### config.mk
export PLATFORM = sky130hd
export DESIGN_NAME = bcd_digit_scanner
export DESIGN_NICKNAME = d
export VERILOG_FILES = /design/src/rtl/scan_pkg.sv /design/src/rtl/bcd_hold_latch.sv /design/src/rtl/scan_window_timer.sv /design/src/rtl/strobe_pulse_gen.sv /design/src/rtl/bcd_digit_scanner.sv
export SDC_FILE = /design/constraint.sdc
export NUM_CORES = 1
export LEC_CHECK = 0
export BUFFER_PORTS_ARGS = -buffer_cell sky130_fd_sc_hd__clkbuf_2
export CORE_UTILIZATION = 30
export DETAILED_ROUTE_END_ITERATION = 7
export MAX_ROUTING_LAYER = met4
export PLACE_DENSITY = 0.5
export SYNTH_ARGS = -nofsm -noshare
export SYNTH_HDL_FRONTEND = slang
export SYNTH_HIERARCHICAL = 1
export SYNTH_SLANG_ARGS = --single-unit
export TNS_END_PERCENT = 1
### constraint.sdc
create_clock -name clk -period 2.7 [get_ports clk]
set_input_delay 0.54 -clock clk [delete_from_list [all_inputs] [get_ports clk]]
set_output_delay 0.54 -clock clk [all_outputs]
set_load 0.01 [all_outputs]
### src/rtl/scan_pkg.sv
package scan_pkg;
    typedef enum logic [1:0] {
        ST_IDLE,
        ST_STROBED,
        ST_FREE,
        ST_BLANK
    } scan_state_e;
endpackage

### src/rtl/bcd_hold_latch.sv
module bcd_hold_latch #(
    parameter int NUM_DIGITS = 5,
    parameter int DIGIT_W    = 4,
    localparam int SEL_W     = $clog2(NUM_DIGITS)
) (
    input  logic                          clk,
    input  logic                          rst_n,
    input  logic                          load,
    input  logic [NUM_DIGITS*DIGIT_W-1:0] din,
    input  logic [SEL_W-1:0]              sel,
    output logic [DIGIT_W-1:0]            digit
);
    logic [DIGIT_W-1:0] held_q [NUM_DIGITS];

    for (genvar k = 0; k < NUM_DIGITS; k++) begin : g_hold
        always_ff @(posedge clk or negedge rst_n) begin
            if (!rst_n)
                held_q[k] <= '0;
            else if (load)
                held_q[k] <= din[k*DIGIT_W +: DIGIT_W];
        end
    end

    always_comb begin
        digit = '0;
        for (int k = 0; k < NUM_DIGITS; k++)
            if (sel == SEL_W'(k))
                digit = held_q[k];
    end
endmodule

### src/rtl/scan_window_timer.sv
module scan_window_timer #(
    parameter int DWELL = 200,
    parameter int CNT_W = 8
) (
    input  logic             clk,
    input  logic             rst_n,
    input  logic             restart,
    input  logic             run,
    input  logic             long_win,
    output logic [CNT_W-1:0] cnt,
    output logic             win_end
);
    logic [CNT_W-1:0] last;

    always_comb begin
        last    = long_win ? CNT_W'(DWELL) : CNT_W'(DWELL - 1);
        win_end = run && !restart && (cnt == last);
    end

    always_ff @(posedge clk or negedge rst_n) begin
        if (!rst_n)
            cnt <= '0;
        else if (restart || !run || win_end)
            cnt <= '0;
        else
            cnt <= cnt + CNT_W'(1);
    end
endmodule

### src/rtl/strobe_pulse_gen.sv
module strobe_pulse_gen (
    input  logic clk,
    input  logic rst_n,
    input  logic en,
    output logic strobe_n
);
    logic half_q;

    always_ff @(negedge clk or negedge rst_n) begin
        if (!rst_n)
            half_q <= 1'b0;
        else
            half_q <= en;
    end

    assign strobe_n = ~(en & half_q);
endmodule

### src/rtl/bcd_digit_scanner.sv
module bcd_digit_scanner #(
    parameter int NUM_DIGITS = 5,
    parameter int DIGIT_W    = 4,
    parameter int DWELL      = 200,
    parameter int STROBE_AT  = 101
) (
    input  logic                          clk,
    input  logic                          rst_n,
    input  logic [NUM_DIGITS*DIGIT_W-1:0] digits,
    input  logic                          conv_done,
    input  logic                          over_flag,
    input  logic                          deint_start,
    output logic [NUM_DIGITS-1:0]         dig_drive,
    output logic [DIGIT_W-1:0]            bcd,
    output logic                          strobe_n
);
    import scan_pkg::*;

    localparam int SEL_W = $clog2(NUM_DIGITS);
    localparam int CNT_W = $clog2(DWELL + 2);
    localparam logic [SEL_W-1:0] TOP_SEL = SEL_W'(NUM_DIGITS - 1);

    scan_state_e      state_q, state_d;
    logic [SEL_W-1:0] sel_q, sel_d;
    logic             ovr_q;
    logic             restart, run, long_win, win_end, strobe_en;
    logic [CNT_W-1:0] cnt;
    logic [DIGIT_W-1:0] cur_digit;

    bcd_hold_latch #(.NUM_DIGITS(NUM_DIGITS), .DIGIT_W(DIGIT_W)) u_hold (
        .clk(clk), .rst_n(rst_n), .load(conv_done), .din(digits),
        .sel(sel_q), .digit(cur_digit)
    );

    scan_window_timer #(.DWELL(DWELL), .CNT_W(CNT_W)) u_timer (
        .clk(clk), .rst_n(rst_n), .restart(restart), .run(run),
        .long_win(long_win), .cnt(cnt), .win_end(win_end)
    );

    strobe_pulse_gen u_strobe (
        .clk(clk), .rst_n(rst_n), .en(strobe_en), .strobe_n(strobe_n)
    );

    always_comb begin
        run      = (state_q == ST_STROBED) || (state_q == ST_FREE);
        long_win = (state_q == ST_STROBED) && (sel_q == TOP_SEL);
    end

    always_comb begin
        state_d = state_q;
        sel_d   = sel_q;
        restart = 1'b0;
        if (conv_done) begin
            state_d = ST_STROBED;
            sel_d   = TOP_SEL;
            restart = 1'b1;
        end else begin
            unique case (state_q)
                ST_IDLE: ;
                ST_STROBED, ST_FREE: begin
                    if (win_end) begin
                        if (sel_q == '0) begin
                            sel_d = TOP_SEL;
                            if (state_q == ST_STROBED)
                                state_d = ovr_q ? ST_BLANK : ST_FREE;
                        end else begin
                            sel_d = sel_q - SEL_W'(1);
                        end
                    end
                end
                ST_BLANK: begin
                    if (deint_start) begin
                        state_d = ST_FREE;
                        sel_d   = TOP_SEL;
                        restart = 1'b1;
                    end
                end
                default: state_d = ST_IDLE;
            endcase
        end
    end

    always_ff @(posedge clk or negedge rst_n) begin
        if (!rst_n) begin
            state_q <= ST_IDLE;
            sel_q   <= TOP_SEL;
            ovr_q   <= 1'b0;
        end else begin
            state_q <= state_d;
            sel_q   <= sel_d;
            if (conv_done)
                ovr_q <= over_flag;
        end
    end

    always_comb begin
        dig_drive = run ? (NUM_DIGITS'(1) << sel_q) : '0;
        bcd       = run ? cur_digit : '0;
        strobe_en = (state_q == ST_STROBED) && (cnt == CNT_W'(STROBE_AT));
    end
endmodule

==> impl_metrics.tcl, run 1 <==
set metrics [dict create \
    seq_area_frac_synth_pct 47.0 \
    die_w_um 80.9 \
    synth_edf_count 0 \
    wl_per_cell_um 13.6 \
    syn-cell-area_um2 1870 \
    clock-sinks 35 \
    finalWorstSetupSlack_ns -0.0379 \
    synth_flop_cell "dfrtp_1" \
    cts_buffer_depth 2 \
    power_mw 1.50 \
    start_util_pct 31.4 \
    cellPowerDensity_nw_per_um2 671 \
    routed_wl_um 3870 \
    fin_cells 284 \
    diodes 0 \
    synthArstFlopShare_pct 100 \
    cap_viol_max_count 0 \
    root_buffer "clkbuf_8" \
    drtAntennaViolNets 0 \
    ios 35 \
    slew_headroom_pct 70.7 \
    reg2regPathDepth 4 \
    fp.dieArea_um2 6550 \
    synth_top_family_by_area "simple AND/OR/NAND/NOR gates" \
    worstReg2RegEnd "u_strobe/half_q" \
    drc 0 \
    cts_buffers 5 \
    synth_cell_types 47 \
    multi_input_area_um2 903 \
    seq_area_um2 877 \
    yosysWarnings 6 \
    critical_path_class "flip-flop to output port" \
    synth_commonest_cells "dfrtp_1, mux2_2, nor2_1" \
    cp.required_ns 2.16 \
    worst_slew_pin_slew_ns 0.439 \
    synth.most_common_cell "dfrtp_1" \
    final_area_um2 2240 \
    vias 1377 \
    first_pass_iters 4 \
    cts_resized 0 \
    hold_class "input port to asynchronous set/reset pin" \
    slowest_delay_ns 0.39 \
    synth-seq-cells 35 \
    violations "setup timing" \
    post-place-cells 276 \
    path_clk_slew_ns 0.08 \
    cp_cell_sequence "nand2_1 > clkbuf_2" \
    gr-total-overflow 0 \
    drtIter0Drc 43 \
    hold_buffers 0 \
    final_nets 236 \
    end_kind "output port" \
    ir_worst_vdd_v 0.000290 \
    cts_tree "built" \
    dieHeight_um 80.9 \
    fillCellCount 603 \
    synth_compound_area_share_pct 9.65 \
    syn_area_per_cell_um2 11.1 \
    grt_setup_unrepaired "yes" \
    crit_fanout 1 \
    r2r_setup_slack_ns 0.31 \
    grtUsageTotal_pct 14.2 \
    syn-num-nets 196 \
    crit_slowest_cell "dfrtn_1" \
    finalMaxSlewViolations 0 \
    core_um2 5960 \
    rows 28 \
    arrival_ns 2.20 \
    gp_congestion 0.759 \
    fin_skew_ns 0.00956 \
    grt_pass1_vias 1374 \
    r2r-start "state_q[1]" \
    yosys.area_share.xor_xnor_pct 1.41 \
    dpl-instance-area_um2 2140 \
    dpl.hpwl_um 2730 \
    antenna_found_initial 0 \
    synth-simple-area-share_pct 17.7 \
    start_kind "flip-flop" \
    endpoint "strobe_n" \
    status "finished with violations" \
    synth-adder-area-share_pct 2.01 \
    netlist.area_leader.share_pct 44.2 \
    vias_per_cell 4.85 \
    startpoint "u_strobe/half_q" \
    io_buffers 34 \
    clock_latency_ns 0.29 \
    muxShareOfSynthArea_pct 17.6 \
    layout-area-overhead-vs-synth_pct 19.8 \
    cts_max_level 2 \
    grt_max_degree 35 \
    synthTopCellsByArea "dfrtp_1, mux2_2, mux4_2" \
    power_leakage_nw 0.976 \
    synth_area_leader_cell "dfrtp_1" \
    hold_viol_final 0 \
    drive_gt1_share_pct 41.6 \
    syn_inst 168 \
    setup_viol 1 \
    grt_pass1_wl_um 6710 \
]
-- what timing repair did --
item / in CTS / in global routing
buffers inserted: 0 / 0
cloned: 0 / 0
setup endpoints to repair: 1 / 1
-- metrics by stage --
step | utilization [%] | TNS (ns) | setup WS [ns] | hold slack (ns)
final | 37.6 | -0.0379 | -0.0379 | 0.362
after global routing | 37.6 | -0.0836 | -0.0836 | 0.418
after CTS | 37.6 | -0.0588 | -0.0588 | 0.394
after detailed placement | 35.9 | 0 | 0.257 | 0.495
after global placement | 35.9 | 0 | 0.266 | 0.489
after floorplan | - | 0 | 0.370 | 0.244
-- flip-flops by register name, summed over array words and instances (netlist names) --
signal and flops:
u_hold/held_q 20, u_timer/cnt 8, sel_q 3, state_q 2, ovr_q 1, u_strobe/half_q 1
-- power by group --
part	total (mW)	leakage (nW)	switching (mW)	internal, mW
Combinational	0.464	0.498	0.252	0.212
Clock	0.401	0.0474	0.193	0.208
Sequential	0.635	0.431	0.0514	0.584
-- metal layers --
metal  track usage, %  vias up  wire, um
li1                 -      688         -
met1             17.8      657      1910
met2             21.9       28      1770
met3             3.03        4       120
met4             5.89        0        63
met5                -        -         0
-- cells by family (layout without fill, tap and decap cells) --
logic type                 count (synthesis)  after routing
DFF                                       35             35
and+or+nand+nor                           56             56
AOI/OAI and AO/OA                         27             27
xor gates and xnor gates                   3              3
buffers and inverters                     18             59
muxes                                     26             26
adders and majority gates                  3              3
-- worst min path at each step --
stage	end	slack, ns	depth (start not counted)
finish	u_hold/held_q[1]	0.36	2
floorplan	ovr_q	0.24	0
CTS	u_hold/held_q[5]	0.39	2
global placement	u_hold/held_q[4]	0.49	1
detailed placement	u_hold/held_q[14]	0.50	1
global route	u_hold/held_q[16]	0.42	2
-- layout by cell type (no fill, tap or decap), types with 2 or more instances in the layout --
master / instances
clkbuf_2: 34
dfrtp_1: 33
mux2_2: 21
nor2_1: 12
inv_1: 9
a21oi_1: 8
buf_4: 8
nand2_1: 7
clkbuf_8: 6
o21ai_0: 5
nand3_1: 5
nor2b_1: 4
and3_2: 4
or3_1: 4
a211oi_1: 4
ha_1: 3
mux4_2: 3
o21ai_1: 3
nor4_1: 2
nor2_2: 2
nand2b_1: 2
nand4_1: 2
nor4b_1: 2
xnor2_1: 2
-- cell type report --
class / count / share of cell area (%)
Multi-Input combinational cell: 115 / 40.4
Sequential cell: 35 / 39.2
Timing Repair Buffer: 42 / 10.3
Tap cell: 75 / 4.19
Clock buffer: 6 / 3.69
Inverter: 9 / 1.51
Clock inverter: 2 / 0.727
-- worst max-delay path, delay by kind of cell (launching register included) --
| kind | cells | cell delay, ns |
|---|---|---|
| AND/OR/NAND/NOR | 1 | 0.04 |
| flip-flops | 1 | 0.39 |
| buffers and inverters | 1 | 0.13 |
Note: power is estimated with default switching activity, not from simulation.
==> inputs of run 2 (changes only) <==
PLACE_DENSITY = 0.52   (was 0.5)
clock period = 2.32 ns   (was 2.7 ns; I/O delays follow)
==> run 2 against run 1 <==
The flow still finishes with violations (setup timing). Sequential power rose by 17%. Clock power rose by 38%. Global-route usage fell by 0.18 points. Via count rose by 3.2%. Total power rose by 26%. Clock skew fell by 0.0044 ns. Highest routed layer unchanged.
==> impl_metrics.tcl, run 2 (same netlist as run 1, synthesis figures left out) <==
set metrics [dict create \
    status "finished with violations" \
    violations "setup timing" \
    hold_buffers 0 \
    root_buffer "clkbuf_8" \
    cellPowerDensity_nw_per_um2 821 \
    routed_wl_um 4010 \
    cts_buffers 5 \
    fin_skew_ns 0.00517 \
    grtUsageTotal_pct 14.0 \
    mostFrequentLayoutCells "clkbuf_2, dfrtp_1, mux2_2" \
    worst_slew_pin_slew_ns 0.450 \
    vias_per_cell 4.92 \
    grt_setup_unrepaired "yes" \
    dpl-instance-area_um2 2180 \
    timing.hold.ws_ns 0.269 \
    gr-total-overflow 0 \
    cp_cell_sequence "nand2_1 > clkbuf_2" \
    final_area_um2 2310 \
    finish.utilization_pct 38.8 \
    largest_reg_flops 20 \
    pre_cts_ws_ns 0.106 \
    rows 28 \
    cts_tree "built" \
    finalWorstSetupSlack_ns -0.149 \
    wl_per_cell_um 13.9 \
    switchingPower_uw 620 \
    io_buffers 34 \
    final_nets 241 \
    fp.dieArea_um2 6550 \
    start_util_pct 31.4 \
    power_leakage_nw 1.02 \
    slew_headroom_pct 70.0 \
    drtAntennaViolNets 0 \
    p_seq_share_pct 39.1 \
    gp_congestion 0.775 \
    crit_slowest_cell "dfrtn_1" \
    setup_viol 1 \
    end_kind "output port" \
    die_w_um 80.9 \
    start_kind "flip-flop" \
    crit_fanout 1 \
    grt_pass1_wl_um 6640 \
    dpl.hpwl_um 2790 \
    ir_worst_vdd_v 0.000350 \
    ios 35 \
    core_um2 5960 \
    slowest_delay_ns 0.38 \
    arrival_ns 2.00 \
    clock-sinks 35 \
    layout-area-overhead-vs-synth_pct 23.7 \
    grt_max_degree 35 \
    regMostFlops "u_hold/held_q" \
    clock_latency_ns 0.29 \
    hold_class "input port to asynchronous set/reset pin" \
    first_pass_iters 4 \
    reg.largest.list "u_hold/held_q (20), u_timer/cnt (8), sel_q (3)" \
    grt_pass1_vias 1379 \
    critical_path_class "flip-flop to output port" \
    cts_max_level 2 \
    combPwrFrac_pct 31.7 \
    intPower_mw 1.28 \
    dieHeight_um 80.9 \
    fin_cells 289 \
    finalMaxSlewViolations 0 \
    hold_viol_final 0 \
    drc 0 \
    path_clk_slew_ns 0.07 \
    antenna_found_initial 0 \
    vias 1421 \
    cap_viol_max_count 0 \
    post-place-cells 281 \
    cts_buffer_depth 2 \
    switching_share_pct 32.7 \
    clkPwrFrac_pct 29.2 \
    drtIter0Drc 50 \
    diodes 0 \
    final_common_cell "clkbuf_2" \
    drive_gt1_share_pct 44.9 \
    cp.required_ns 1.86 \
]
[run 2: per-layer routing]
layer,vias up,wire length (um),global-route usage (%)
li1,699,-,-
met4,0,36,5.36
met1,693,1930,18.0
met3,4,120,2.47
met5,-,0,-
met2,25,1930,21.8
[run 2: worst paths after layout]
| check | startpoint | to | slack [ns] | cells past startpoint |
|---|---|---|---|---|
| min in group clk | digits[1] | u_hold/held_q[17] | 0.40 | 2 |
| max reg2reg | state_q[0] | u_strobe/half_q | 0.16 | 3 |
| min reg2reg | u_hold/held_q[6] | u_hold/held_q[6] | 0.50 | 1 |
| min | rst_n | u_hold/held_q[19] | 0.27 | 2 |
| max in group asynchronous | rst_n | u_strobe/half_q | 1.16 | 1 |
| max | u_strobe/half_q | strobe_n | -0.15 | 2 |
[run 2: critical path, delay by kind of cell, from the launching register on]
family | cells | cell delay (ns)
buffers and inverters | 1 | 0.13
and+or+nand+nor | 1 | 0.04
DFF | 1 | 0.38
[run 2: final cells by class]
cell class | instances | area [um2]
clock buffers | 5 | 68.8
clock inverters | 3 | 43.8
fillers | 619 | 3640
inverters | 9 | 33.8
multi-input cells | 115 | 922
flip-flops and latches | 35 | 877
well taps | 75 | 93.8
repair buffers | 47 | 272
[run 2: metrics by stage]
| step | total power, mW | TNS [ns] |
|---|---|---|
| 3_3_place_gp | 1.32 | 0 |
| 5_1_grt | 2.02 | -0.192 |
| 3_5_place_dp | 1.32 | 0 |
| 2_1_floorplan | 1.12 | 0 |
| 6_report | 1.90 | -0.149 |
| 4_1_cts | 1.88 | -0.166 |
[run 2: timing repair]
action                     4_1_cts  5_1_grt
buffers inserted                 0        0
gates resized for setup          0        5
setup endpoints to repair        1        8
[run 2: power by group through the flow]
stage	clock (mW)	sequential, mW	combinational [mW]
CTS	0.565	0.738	0.581
finish	0.555	0.741	0.601
detailed placement	0	0.748	0.572
global placement	0	0.748	0.568
floorplan	0	0.736	0.387
global route	0.595	0.756	0.666
==> inputs of run 3 (changes only) <==
CELL_PAD_IN_SITES_DETAIL_PLACEMENT = 2   (was unset)
CELL_PAD_IN_SITES_GLOBAL_PLACEMENT = 2   (was unset)
PLACE_DENSITY = 0.73   (was 0.52)
==> run 3 against run 2 <==
The run still ends with setup timing left. Clock power up 5.4%. Register-to-register slack worse by 0.03 ns. Total power up 3.0%. Non-clock buffer count unchanged. Die area unchanged. Clock skew about the same. Largest power group unchanged. Highest routed layer unchanged.
==> impl_metrics.tcl, run 3 (same netlist as run 1, synthesis figures left out) <==
set metrics [dict create \
    finalMaxSlewViolations 0 \
    intPower_mw 1.32 \
    violations "setup timing" \
    r2r-start "state_q[0]" \
    crit_fanout 1 \
    diodes 0 \
    drtIter0Drc 40 \
    cts_max_level 2 \
    cp_cell_sequence "nand2_1 > clkbuf_2" \
    multi_input_area_um2 921 \
    power_leakage_nw 1.02 \
    cts_buffers 5 \
    slowest_delay_ns 0.39 \
    slew_headroom_pct 69.8 \
    final_nets 241 \
    status "finished with violations" \
    r2r_setup_slack_ns 0.13 \
    seq_area_um2 877 \
    arrival_ns 2.03 \
    drc 0 \
    start_kind "flip-flop" \
    grt_setup_unrepaired "yes" \
    first_pass_iters 4 \
    ir_worst_vdd_v 0.000349 \
    critical_path_class "flip-flop to output port" \
    cts_buffer_depth 2 \
    antenna_found_initial 0 \
    hold_viol_final 0 \
    cp.required_ns 1.86 \
    layout-area-overhead-vs-synth_pct 24.1 \
    start_util_pct 31.4 \
    largest_reg_flops 20 \
    finish.utilization_pct 38.9 \
    dpl-instance-area_um2 2180 \
    grt_pass1_vias 1625 \
    die_w_um 80.9 \
    finalWorstSetupSlack_ns -0.172 \
    crit_slowest_cell "dfrtn_1" \
    drtAntennaViolNets 0 \
    clock-sinks 35 \
    path_clk_slew_ns 0.08 \
    cts_tree "built" \
    fin_skew_ns 0.00566 \
    gr-total-overflow 0 \
    hold_class "input port to asynchronous set/reset pin" \
    root_buffer "clkbuf_8" \
    setup_viol 1 \
    dieHeight_um 80.9 \
    switchingPower_uw 630 \
    pre_cts_ws_ns 0.0883 \
    clkPwrFrac_pct 30.0 \
    fillCellCount 670 \
    io_buffers 34 \
    routed_wl_um 4940 \
    vias_per_cell 5.09 \
    drive_gt1_share_pct 44.9 \
    final_area_um2 2320 \
    ios 35 \
    grt_pass1_wl_um 8360 \
    rows 28 \
    p_seq_share_pct 38.0 \
    core_um2 5960 \
    clock_latency_ns 0.29 \
    grtUsageTotal_pct 18.1 \
    regMostFlops "u_hold/held_q" \
    end_kind "output port" \
    dpl.hpwl_um 3640 \
    wl_per_cell_um 17.1 \
    reg.largest.list "u_hold/held_q (20), u_timer/cnt (8), sel_q (3)" \
    final_common_cell "clkbuf_2" \
    worst_slew_pin_slew_ns 0.453 \
    reg2regPathDepth 10 \
    cap_viol_max_count 0 \
    gp_congestion 0.764 \
    power_mw 1.95 \
    vias 1471 \
    mostFrequentLayoutCells "clkbuf_2, dfrtp_1, mux2_2" \
    combPwrFrac_pct 32.0 \
    switching_share_pct 32.3 \
    fp.dieArea_um2 6550 \
    worstReg2RegEnd "sel_q[0]" \
    grt_max_degree 35 \
    cellPowerDensity_nw_per_um2 842 \
]
## run 3: worst max path at each step
stage	slack, ns	depth (start not counted)	to	start
2_1_floorplan	0.24	10	sel_q[0]	state_q[0]
3_3_place_gp	0.11	4	u_strobe/half_q	state_q[1]
3_5_place_dp	0.09	10	sel_q[0]	state_q[0]
4_1_cts	-0.20	2	strobe_n	u_strobe/half_q
5_1_grt	-0.22	2	strobe_n	u_strobe/half_q
6_report	-0.17	2	strobe_n	u_strobe/half_q
## run 3: what timing repair did
| action | in CTS | in global routing |
|---|---|---|
| pin swaps | 0 | 0 |
| setup endpoints to repair | 2 | 9 |
| hold buffers | 0 | 0 |
| setup buffers | 0 | 0 |
| resized for setup | 1 | 5 |
## run 3: routing by layer
metal / part of all wire, % / global-route usage, % / vias up
met3: 2.5 / 3.71 / 5
met5: 0 / - / -
met4: 1.3 / 5.89 / 0
met2: 54 / 31.6 / 18
li1: - / - / 691
met1: 43 / 20.6 / 757
## run 3: per-stage QoR
stage               hold WS (ns)  setup TNS [ns]  cells
finish                     0.243          -0.172    289
global route               0.289          -0.223    289
CTS                        0.266          -0.196    289
detailed placement         0.500               0    281
global placement           0.487               0    281
floorplan                  0.168               0    168
## run 3: cell type report
cell class,count,share of cell area [%]
timing repair buffer,47,11.9
sequential,35,37.8
tap,75,4.05
inverter,9,1.46
clock inverter,2,1.51
clock buffer,6,3.56
multi-input combinational,115,39.7
## run 3: power groups by stage
stage | combinational [mW] | sequential [mW] | clock (mW)
final | 0.626 | 0.742 | 0.585
after global placement | 0.597 | 0.748 | 0
after global routing | 0.704 | 0.756 | 0.628
after CTS | 0.620 | 0.741 | 0.605
after floorplan | 0.387 | 0.736 | 0
after detailed placement | 0.613 | 0.754 | 0
## run 3: worst max-delay path: cells and delay by family, from the launching register on
| kind | cells | cell delay, ns |
|---|---|---|
| AND/OR/NAND/NOR | 1 | 0.05 |
| buffers and inverters | 1 | 0.13 |
| flip-flops | 1 | 0.39 |
